$ cat src/rtl/blit_pkg.sv
package blit_pkg;
  typedef enum logic [2:0] {
    ROP_ZERO = 3'd0,
    ROP_AND  = 3'd1,
    ROP_SRC  = 3'd2,
    ROP_NSRC = 3'd3,
    ROP_OR   = 3'd4,
    ROP_XOR  = 3'd5,
    ROP_DST  = 3'd6,
    ROP_ONES = 3'd7
  } rop_e;

  typedef enum logic [1:0] {
    ST_IDLE = 2'd0,
    ST_RSRC = 2'd1,
    ST_RDST = 2'd2,
    ST_WR   = 2'd3
  } blit_st_e;
endpackage

$ cat src/rtl/blit_rop_unit.sv
module blit_rop_unit
  import blit_pkg::*;
#(
  parameter int DW = 16
) (
  input  rop_e            op,
  input  logic [DW-1:0]   src,
  input  logic [DW-1:0]   dst,
  input  logic [DW-1:0]   key,
  input  logic            wide,
  input  logic            transp,
  output logic [DW-1:0]   res,
  output logic            keep
);
  localparam int HB = DW / 2;

  logic [DW-1:0] raw;

  always_comb begin
    case (op)
      ROP_ZERO: raw = '0;
      ROP_AND:  raw = src & dst;
      ROP_SRC:  raw = src;
      ROP_NSRC: raw = ~src;
      ROP_OR:   raw = src | dst;
      ROP_XOR:  raw = src ^ dst;
      ROP_DST:  raw = dst;
      default:  raw = '1;
    endcase
    res  = wide ? raw : {{(DW-HB){1'b0}}, raw[HB-1:0]};
    keep = !(transp && (res == key));
  end
endmodule

$ cat src/rtl/blit_addr_walk.sv
module blit_addr_walk #(
  parameter int AW = 12
) (
  input  logic          clk,
  input  logic          rst_n,
  input  logic          load,
  input  logic          advance,
  input  logic          line_end,
  input  logic          backward,
  input  logic          wide,
  input  logic [AW-1:0] src_init,
  input  logic [AW-1:0] dst_init,
  input  logic [AW+1:0] src_step_in,
  input  logic [AW+1:0] dst_step_in,
  output logic [AW-1:0] src_cur,
  output logic [AW-1:0] dst_cur
);
  localparam int SW = AW + 2;

  logic [AW-1:0] src_q, dst_q, src_nx, dst_nx;
  logic [SW-1:0] sstep_q, dstep_q;
  logic [SW-1:0] mv, sdelta, ddelta;

  always_comb begin
    mv = wide ? SW'(2) : SW'(1);
    if (backward) mv = -mv;
    sdelta = mv + (line_end ? sstep_q : '0);
    ddelta = mv + (line_end ? dstep_q : '0);
    src_nx = src_q;
    dst_nx = dst_q;
    if (load) begin
      src_nx = src_init;
      dst_nx = dst_init;
    end else if (advance) begin
      src_nx = src_q + sdelta[AW-1:0];
      dst_nx = dst_q + ddelta[AW-1:0];
    end
  end

  always_ff @(posedge clk or negedge rst_n) begin
    if (!rst_n) begin
      src_q   <= '0;
      dst_q   <= '0;
      sstep_q <= '0;
      dstep_q <= '0;
    end else begin
      src_q <= src_nx;
      dst_q <= dst_nx;
      if (load) begin
        sstep_q <= src_step_in;
        dstep_q <= dst_step_in;
      end
    end
  end

  assign src_cur = src_q;
  assign dst_cur = dst_q;
endmodule

$ cat src/rtl/rop_blit_engine.sv
module rop_blit_engine
  import blit_pkg::*;
#(
  parameter int AW = 12,
  parameter int HW = 8
) (
  input  logic          clk,
  input  logic          rst_n,
  input  logic          start,
  input  logic [AW-1:0] cfg_src_addr,
  input  logic [AW-1:0] cfg_dst_addr,
  input  logic [AW:0]   cfg_src_pitch,
  input  logic [AW:0]   cfg_dst_pitch,
  input  logic [AW-1:0] cfg_width,
  input  logic [HW-1:0] cfg_height,
  input  logic          cfg_backward,
  input  logic          cfg_wide,
  input  logic          cfg_transp,
  input  logic [7:0]    cfg_key_lo,
  input  logic [7:0]    cfg_key_hi,
  input  logic [2:0]    cfg_rop,
  input  logic [AW-1:0] cfg_addr_mask,
  output logic          busy,
  output logic          done,
  output logic          mem_rd,
  output logic          mem_wr,
  output logic          mem_wide,
  output logic [AW-1:0] mem_addr,
  output logic [15:0]   mem_wdata,
  input  logic [15:0]   mem_rdata
);
  localparam int SW = AW + 2;

  blit_st_e      st_q, st_nx;
  logic [AW:0]   x_q, x_nx;
  logic [HW:0]   y_q, y_nx;
  logic          done_q, done_nx;
  logic [15:0]   src_q;
  logic [AW-1:0] width_q, mask_q;
  logic [HW-1:0] height_q;
  logic          back_q, wide_q, transp_q;
  logic [15:0]   key_q;
  rop_e          rop_q;

  logic          accept, refuse;
  logic [SW-1:0] wext, spext, dpext, sfwd, dfwd, sstep, dstep;
  logic          advance, line_end, last_elem;
  logic [AW:0]   x_inc;
  logic [AW-1:0] src_cur, dst_cur, cur, base, align;
  logic [15:0]   res;
  logic          keep;

  // start decode and line-step arithmetic on the live configuration
  always_comb begin
    wext   = {2'b00, cfg_width};
    spext  = {cfg_src_pitch[AW], cfg_src_pitch};
    dpext  = {cfg_dst_pitch[AW], cfg_dst_pitch};
    sfwd   = spext - wext;
    dfwd   = dpext - wext;
    sstep  = cfg_backward ? spext + wext : sfwd;
    dstep  = cfg_backward ? dpext + wext : dfwd;
    accept = start && (st_q == ST_IDLE);
    refuse = (cfg_height == '0) || (cfg_width == '0) ||
             (!cfg_backward && (cfg_height > HW'(1)) && (sfwd[SW-1] || dfwd[SW-1]));
  end

  // element and line counting
  always_comb begin
    x_inc     = x_q + (wide_q ? (AW+1)'(2) : (AW+1)'(1));
    line_end  = x_inc >= {1'b0, width_q};
    last_elem = line_end && ((y_q + (HW+1)'(1)) == {1'b0, height_q});
    advance   = (st_q == ST_WR);
  end

  // next-state logic
  always_comb begin
    st_nx   = st_q;
    x_nx    = x_q;
    y_nx    = y_q;
    done_nx = 1'b0;
    case (st_q)
      ST_IDLE: begin
        if (accept) begin
          x_nx = '0;
          y_nx = '0;
          if (refuse) done_nx = 1'b1;
          else        st_nx   = ST_RSRC;
        end
      end
      ST_RSRC: st_nx = ST_RDST;
      ST_RDST: st_nx = ST_WR;
      default: begin
        if (last_elem) begin
          st_nx   = ST_IDLE;
          done_nx = 1'b1;
        end else begin
          st_nx = ST_RSRC;
          if (line_end) begin
            x_nx = '0;
            y_nx = y_q + (HW+1)'(1);
          end else begin
            x_nx = x_inc;
          end
        end
      end
    endcase
  end

  // state registers
  always_ff @(posedge clk or negedge rst_n) begin
    if (!rst_n) begin
      st_q   <= ST_IDLE;
      x_q    <= '0;
      y_q    <= '0;
      done_q <= 1'b0;
    end else begin
      st_q   <= st_nx;
      x_q    <= x_nx;
      y_q    <= y_nx;
      done_q <= done_nx;
    end
  end

  // configuration captured on the accepting edge
  always_ff @(posedge clk or negedge rst_n) begin
    if (!rst_n) begin
      width_q  <= '0;
      height_q <= '0;
      mask_q   <= '0;
      back_q   <= 1'b0;
      wide_q   <= 1'b0;
      transp_q <= 1'b0;
      key_q    <= '0;
      rop_q    <= ROP_ZERO;
    end else if (accept) begin
      width_q  <= cfg_width;
      height_q <= cfg_height;
      mask_q   <= cfg_addr_mask;
      back_q   <= cfg_backward;
      wide_q   <= cfg_wide;
      transp_q <= cfg_transp;
      key_q    <= cfg_wide ? {cfg_key_hi, cfg_key_lo} : {8'h00, cfg_key_lo};
      rop_q    <= rop_e'(cfg_rop);
    end
  end

  // source operand holding register
  always_ff @(posedge clk or negedge rst_n) begin
    if (!rst_n)                src_q <= '0;
    else if (st_q == ST_RDST)  src_q <= mem_rdata;
  end

  blit_addr_walk #(.AW(AW)) u_walk (
    .clk         (clk),
    .rst_n       (rst_n),
    .load        (accept),
    .advance     (advance),
    .line_end    (line_end),
    .backward    (back_q),
    .wide        (wide_q),
    .src_init    (cfg_src_addr),
    .dst_init    (cfg_dst_addr),
    .src_step_in (sstep),
    .dst_step_in (dstep),
    .src_cur     (src_cur),
    .dst_cur     (dst_cur)
  );

  blit_rop_unit #(.DW(16)) u_rop (
    .op     (rop_q),
    .src    (src_q),
    .dst    (mem_rdata),
    .key    (key_q),
    .wide   (wide_q),
    .transp (transp_q),
    .res    (res),
    .keep   (keep)
  );

  // memory port
  always_comb begin
    cur   = (st_q == ST_RSRC) ? src_cur : dst_cur;
    base  = (wide_q && back_q) ? cur - AW'(1) : cur;
    align = wide_q ? {{(AW-1){1'b1}}, 1'b0} : '1;
    mem_addr  = base & mask_q & align;
    mem_rd    = (st_q == ST_RSRC) || (st_q == ST_RDST);
    mem_wr    = (st_q == ST_WR) && keep;
    mem_wide  = wide_q;
    mem_wdata = res;
  end

  assign busy = (st_q != ST_IDLE);
  assign done = done_q;

  AST_DONE_PULSE: assert property (@(posedge clk) disable iff (!rst_n)
    done |=> !done);
  AST_IDLE_QUIET: assert property (@(posedge clk) disable iff (!rst_n)
    !busy |-> (!mem_rd && !mem_wr));
  AST_WR_AFTER_RD: assert property (@(posedge clk) disable iff (!rst_n)
    mem_wr |-> $past(mem_rd));
  AST_PAIR_EVEN: assert property (@(posedge clk) disable iff (!rst_n)
    ((mem_rd || mem_wr) && mem_wide) |-> !mem_addr[0]);
  AST_ADDR_MASKED: assert property (@(posedge clk) disable iff (!rst_n)
    (mem_rd || mem_wr) |-> ((mem_addr & ~mask_q) == '0));
  AST_DONE_NOT_BUSY: assert property (@(posedge clk) disable iff (!rst_n)
    done |-> !busy);
endmodule

$ cat config.mk
export PLATFORM = sky130hd
export DESIGN_NAME = rop_blit_engine
export DESIGN_NICKNAME = d
export VERILOG_FILES = /design/src/rtl/blit_pkg.sv /design/src/rtl/blit_rop_unit.sv /design/src/rtl/blit_addr_walk.sv /design/src/rtl/rop_blit_engine.sv
export SDC_FILE = /design/constraint.sdc
export NUM_CORES = 1
export LEC_CHECK = 0
export BUFFER_PORTS_ARGS = -buffer_cell sky130_fd_sc_hd__buf_2
export CAP_MARGIN = 25
export CORE_MARGIN = 8
export CORE_UTILIZATION = 55
export CTS_CLUSTER_DIAMETER = 200
export DETAILED_ROUTE_END_ITERATION = 12
export PLACE_DENSITY = 0.74
export REMOVE_ABC_BUFFERS = 1
export SKIP_CTS_REPAIR_TIMING = 1
export SLEW_MARGIN = 20
export SYNTH_ARGS = -nofsm -noshare
export SYNTH_HDL_FRONTEND = slang
export SYNTH_SLANG_ARGS = --single-unit
export TNS_END_PERCENT = 20
$ cat constraint.sdc
create_clock -name clk -period 7.2 [get_ports clk]
set_input_delay 2.16 -clock clk [delete_from_list [all_inputs] [get_ports clk]]
set_output_delay 2.16 -clock clk [all_outputs]
set_load 0.02 [all_outputs]
==> results by stage <==
Global route:
- Entering global routing, the biggest net connects between 100 and 150 pins.
- The number of antenna violations at the first check in global routing is 0.
- The number of global-route vias before repair was 10303.
- The total overflow reported by the global router is 0.
- The first global-routing pass estimated about 50000 µm of wire.
- The overall fraction of global-route tracks in use is a little under a quarter.

Worst setup path:
- The combined buffer and inverter count along the critical path is 2.
- The highest-delay cell along the critical path is sky130_fd_sc_hd__nor4_1.
- The signal on the critical path passes through buf_2, ha_1, mux2_2, a221oi_1, a211oi_1, xor2_1, nor4_1, a41oi_1, buf_2.
- The start-to-end type of the worst setup path is in -> out.
- The type of destination of the critical path is an output pin.
- The cell family with the largest share of critical-path delay is compound AO/OA/AOI/OAI gates.
- STA puts the critical path data required time at 5.04 ns.
- The cell occurring most often along the worst timing path is sky130_fd_sc_hd__buf_2.
- The largest fanout on the critical path is 3.
- The largest stage delay on the critical path is ~0.46 ns.
- The kind of start point of the critical path is a primary input.
- Data arrives at the worst endpoint at between 4 and 5 ns.

Placed design:
- At the end of routability-driven placement, the weighted congestion stood at ~0.88.
- Detailed placement finished with a half-perimeter wire length of 23300 µm.
- Once placement finished, the instance area stood at roughly 0.013 mm².
- The number of port buffers is ~160.

Power and ir drop:
- The leakage power is between 6 and 7 nW.
- The worst-case vdd ir drop is around 200 µV.
- The cell area power density is ~450 mW/mm².

Timing:
- The final setup skew is around 0.012 ns.
- The final hold slack is 0.467 ns.
- The final worst-path cycle share is between 80 and 90%.
- The sum of negative setup slack is 0 ns.
- The final-report setup violation count is 0.
- Setup repair after global routing left no endpoint under its margin.
- The final number of max-transition violations is 0.
- For the finished layout, the period the worst path requires is 6.31 ns.
- The hold violation total from the final report came to 0.
- At the pin with the least slew margin, the transition time is 1.00 ns.
- The remaining max-slew budget at the tightest pin is between 30% and 40%.
- For this run, the top clock speed supported by timing is ~160 MHz.

Yosys:
- Ranked by total cell area, the synthesized netlist is headed by sky130_fd_sc_hd__dfrtp_1, sky130_fd_sc_hd__ha_1, sky130_fd_sc_hd__nand2_1.
- In this run, synthesis produced a sequential element count of between 100 and 150.
- The Yosys step of the flow raised 0 warnings.
- In this run the cell area of the synthesized design comes to 0.0120 mm².
- Yosys mapped a number of flops with a built-in enable equal to 0.
- The proportion of register bits with asynchronous set or reset after synthesis is 100%.
- The cell type with the highest aggregate area in the netlist is sky130_fd_sc_hd__dfrtp_1.
- Synthesis instantiated 70 different standard cells from the library.
- The flip-flop cell with the highest count after synthesis is sky130_fd_sc_hd__dfrtp_1.
- The average cell area after synthesis is 8.42 µm².
- Among all cell types in the netlist, the one instantiated most often is sky130_fd_sc_hd__nand2_1.
- The commonest cells after synthesis are sky130_fd_sc_hd__nand2_1, sky130_fd_sc_hd__dfrtp_1, sky130_fd_sc_hd__o21ai_0.
- In the synthesized netlist, the number of instances is 1421.
- The sequential fraction of the synthesis area is 29.9%.
- In this run the biggest area consumer among cell types represents 29.9% of the synthesized area.

Floorplanning:
- The floorplan step defined a die boundary enclosing 0.0267 mm².
- After floorplanning, the core was divided into 54 placement rows.
- The region available for standard cell placement spans approximately 0.022 mm².
- The effective utilization at floorplan is around 55%.
- The die is 164 µm wide.
- Pin placement for this block handled 156 I/O pins.
- The height of the die is around 160 µm.

Finish:
- The post-layout instance area is around 0.014 mm².
- The synthesis-to-layout area growth is 13.6%.
- The repair_antennas step left the layout with diodes totalling 0.
- The final net count is around 1800.
- The proportion of layout cells with a drive suffix above 1 is between 10% and 20%.

Route:
- The count of nets left with antenna violations after detail routing is 0.
- The total wirelength of the detailed-routed design is 31200 µm.
- The mean number of vias per cell is 5.72.
- The first-iteration detailed-routing DRC count is 825.
- The total DRC errors in the routed layout is 0.
- The detailed router placed ~10000 vias in this run.
- In the final routed layout, each cell accounts on average for 17.0 µm.
- For this run, the detailed router's first-pass iteration total came to 5.

Worst hold path:
- The worst min-delay path class is reg -> reg.

CTS:
- The insertion delay of the later-clocked pin in the worst-skew pair is between 0.4 and 0.5 ns.
- Buffers inserted during clock tree synthesis total 17.
- The clock tree synthesis step divided the H-tree into 4 levels.
- The clock input transition at the sequential cells of the worst setup and hold paths is around 0.060 ns.
- The CTS tree is yes.
- The clock tree root driver cell is sky130_fd_sc_hd__clkbuf_16.
- The maximum count of clock buffers along a single path is 2.
- CTS saw 143 sinks.

Outcome:
- The flow ran to the end, and the final reports show no timing, DRC or antenna violations.

Flow run:
- The tool flagged a number of max-cap violations equal to 0.
## state kept, by name (all words and copies together), names as in the netlist, 2 cells and up
| name | count |
|---|---|
| height_q | 8 |
| rop_q | 3 |
| st_q | 2 |
| y_q | 9 |
| x_q | 13 |
| key_q | 16 |
| mask_q | 12 |
| u_walk.sstep_q | 12 |
| width_q | 12 |
| u_walk.dst_cur | 12 |
| src_q | 16 |
| u_walk.src_cur | 12 |
| u_walk.dstep_q | 12 |
## through the flow
| stage | total power, mW | instances | util (%) | setup WS, ns |
|---|---|---|---|---|
| final | 6.10 | 1835 | 62.9 | 0.886 |
| after global routing | 6.64 | 1835 | 62.9 | 0.557 |
| after CTS | 6.08 | 1834 | 62.7 | 0.936 |
| after detailed placement | 5.16 | 1803 | 60.0 | 0.936 |
| after global placement | 5.02 | 1802 | 59.9 | 0.975 |
| after floorplan | 4.21 | 1354 | - | 1.06 |
## power breakdown
group | leakage (nW) | internal (mW) | total, mW | switching, mW
sequential | 1.78 | 1.17 | 1.50 | 0.332
clock | 0.295 | 0.544 | 0.890 | 0.347
combinational | 4.56 | 1.56 | 3.71 | 2.14
## cell families after synthesis
family / Yosys count / synth area share (%)
compound gates: 351 / 18.4
xor+xnor: 85 / 6.28
fa+ha+maj: 147 / 17.2
buf+inv: 173 / 5.50
simple gates: 466 / 17.9
flops: 143 / 29.9
mux: 56 / 4.82
## path summary, 6_finish.rpt
check / start / to / slack [ns] / cells after the start
worst max-delay path: mem_rdata[8] / mem_wr / 0.89 / 9
worst min-delay path: mask_q[10] / mask_q[10] / 0.47 / 2
worst max register to register: mem_wide / u_walk.src_cur[11] / 1.04 / 26
worst min register to register: mask_q[10] / mask_q[10] / 0.47 / 2
max in group asynchronous: rst_n / u_walk.dst_cur[6] / 4.27 / 2
min in group asynchronous: rst_n / mask_q[0] / 1.85 / 1
## cell type report
type,count,area [µm²]
tap,280,350
sequential,143,3580
multi-input combinational,1105,7760
fill,1799,8020
timing repair buffer,170,925
clock inverter,10,110
clock buffer,21,480
inverter,106,398
## worst min-delay path: stages (launching register included)
cell and delay [ns]:
sky130_fd_sc_hd__dfrtp_1 0.33, sky130_fd_sc_hd__nand2_1 0.05, sky130_fd_sc_hd__nand2_1 0.05
## per-layer routing
metal  vias up  GRT usage (%)  share of wire (%)
met2       299           37.8                 46
met5         -              0                  0
met4         0           7.73                2.0
met3        41           3.96                5.4
met1      5005           30.8                 47
li1       5144              -                  -
## cells in the final DEF, fill, tap and decap left out, types with 13 or more instances in the layout
cell                        count
sky130_fd_sc_hd__a21o_1        13
sky130_fd_sc_hd__inv_1        105
sky130_fd_sc_hd__nor3_1        23
sky130_fd_sc_hd__o31ai_1       16
sky130_fd_sc_hd__and2_1        38
sky130_fd_sc_hd__nor2_1        77
sky130_fd_sc_hd__buf_4         13
sky130_fd_sc_hd__a31oi_1       14
sky130_fd_sc_hd__nand2_1      237
sky130_fd_sc_hd__o21ai_0      129
sky130_fd_sc_hd__a21oi_1       65
sky130_fd_sc_hd__nor2b_1       18
sky130_fd_sc_hd__a221oi_1      14
sky130_fd_sc_hd__xnor2_1       55
sky130_fd_sc_hd__mux2_2        13
sky130_fd_sc_hd__fa_1          29
sky130_fd_sc_hd__clkbuf_16     17
sky130_fd_sc_hd__buf_2        154
sky130_fd_sc_hd__mux2i_1       43
sky130_fd_sc_hd__ha_1         118
sky130_fd_sc_hd__xor2_1        29
sky130_fd_sc_hd__dfrtp_1      143
sky130_fd_sc_hd__o22ai_1       13
No activity file was read; power rests on OpenSTA's default activity.
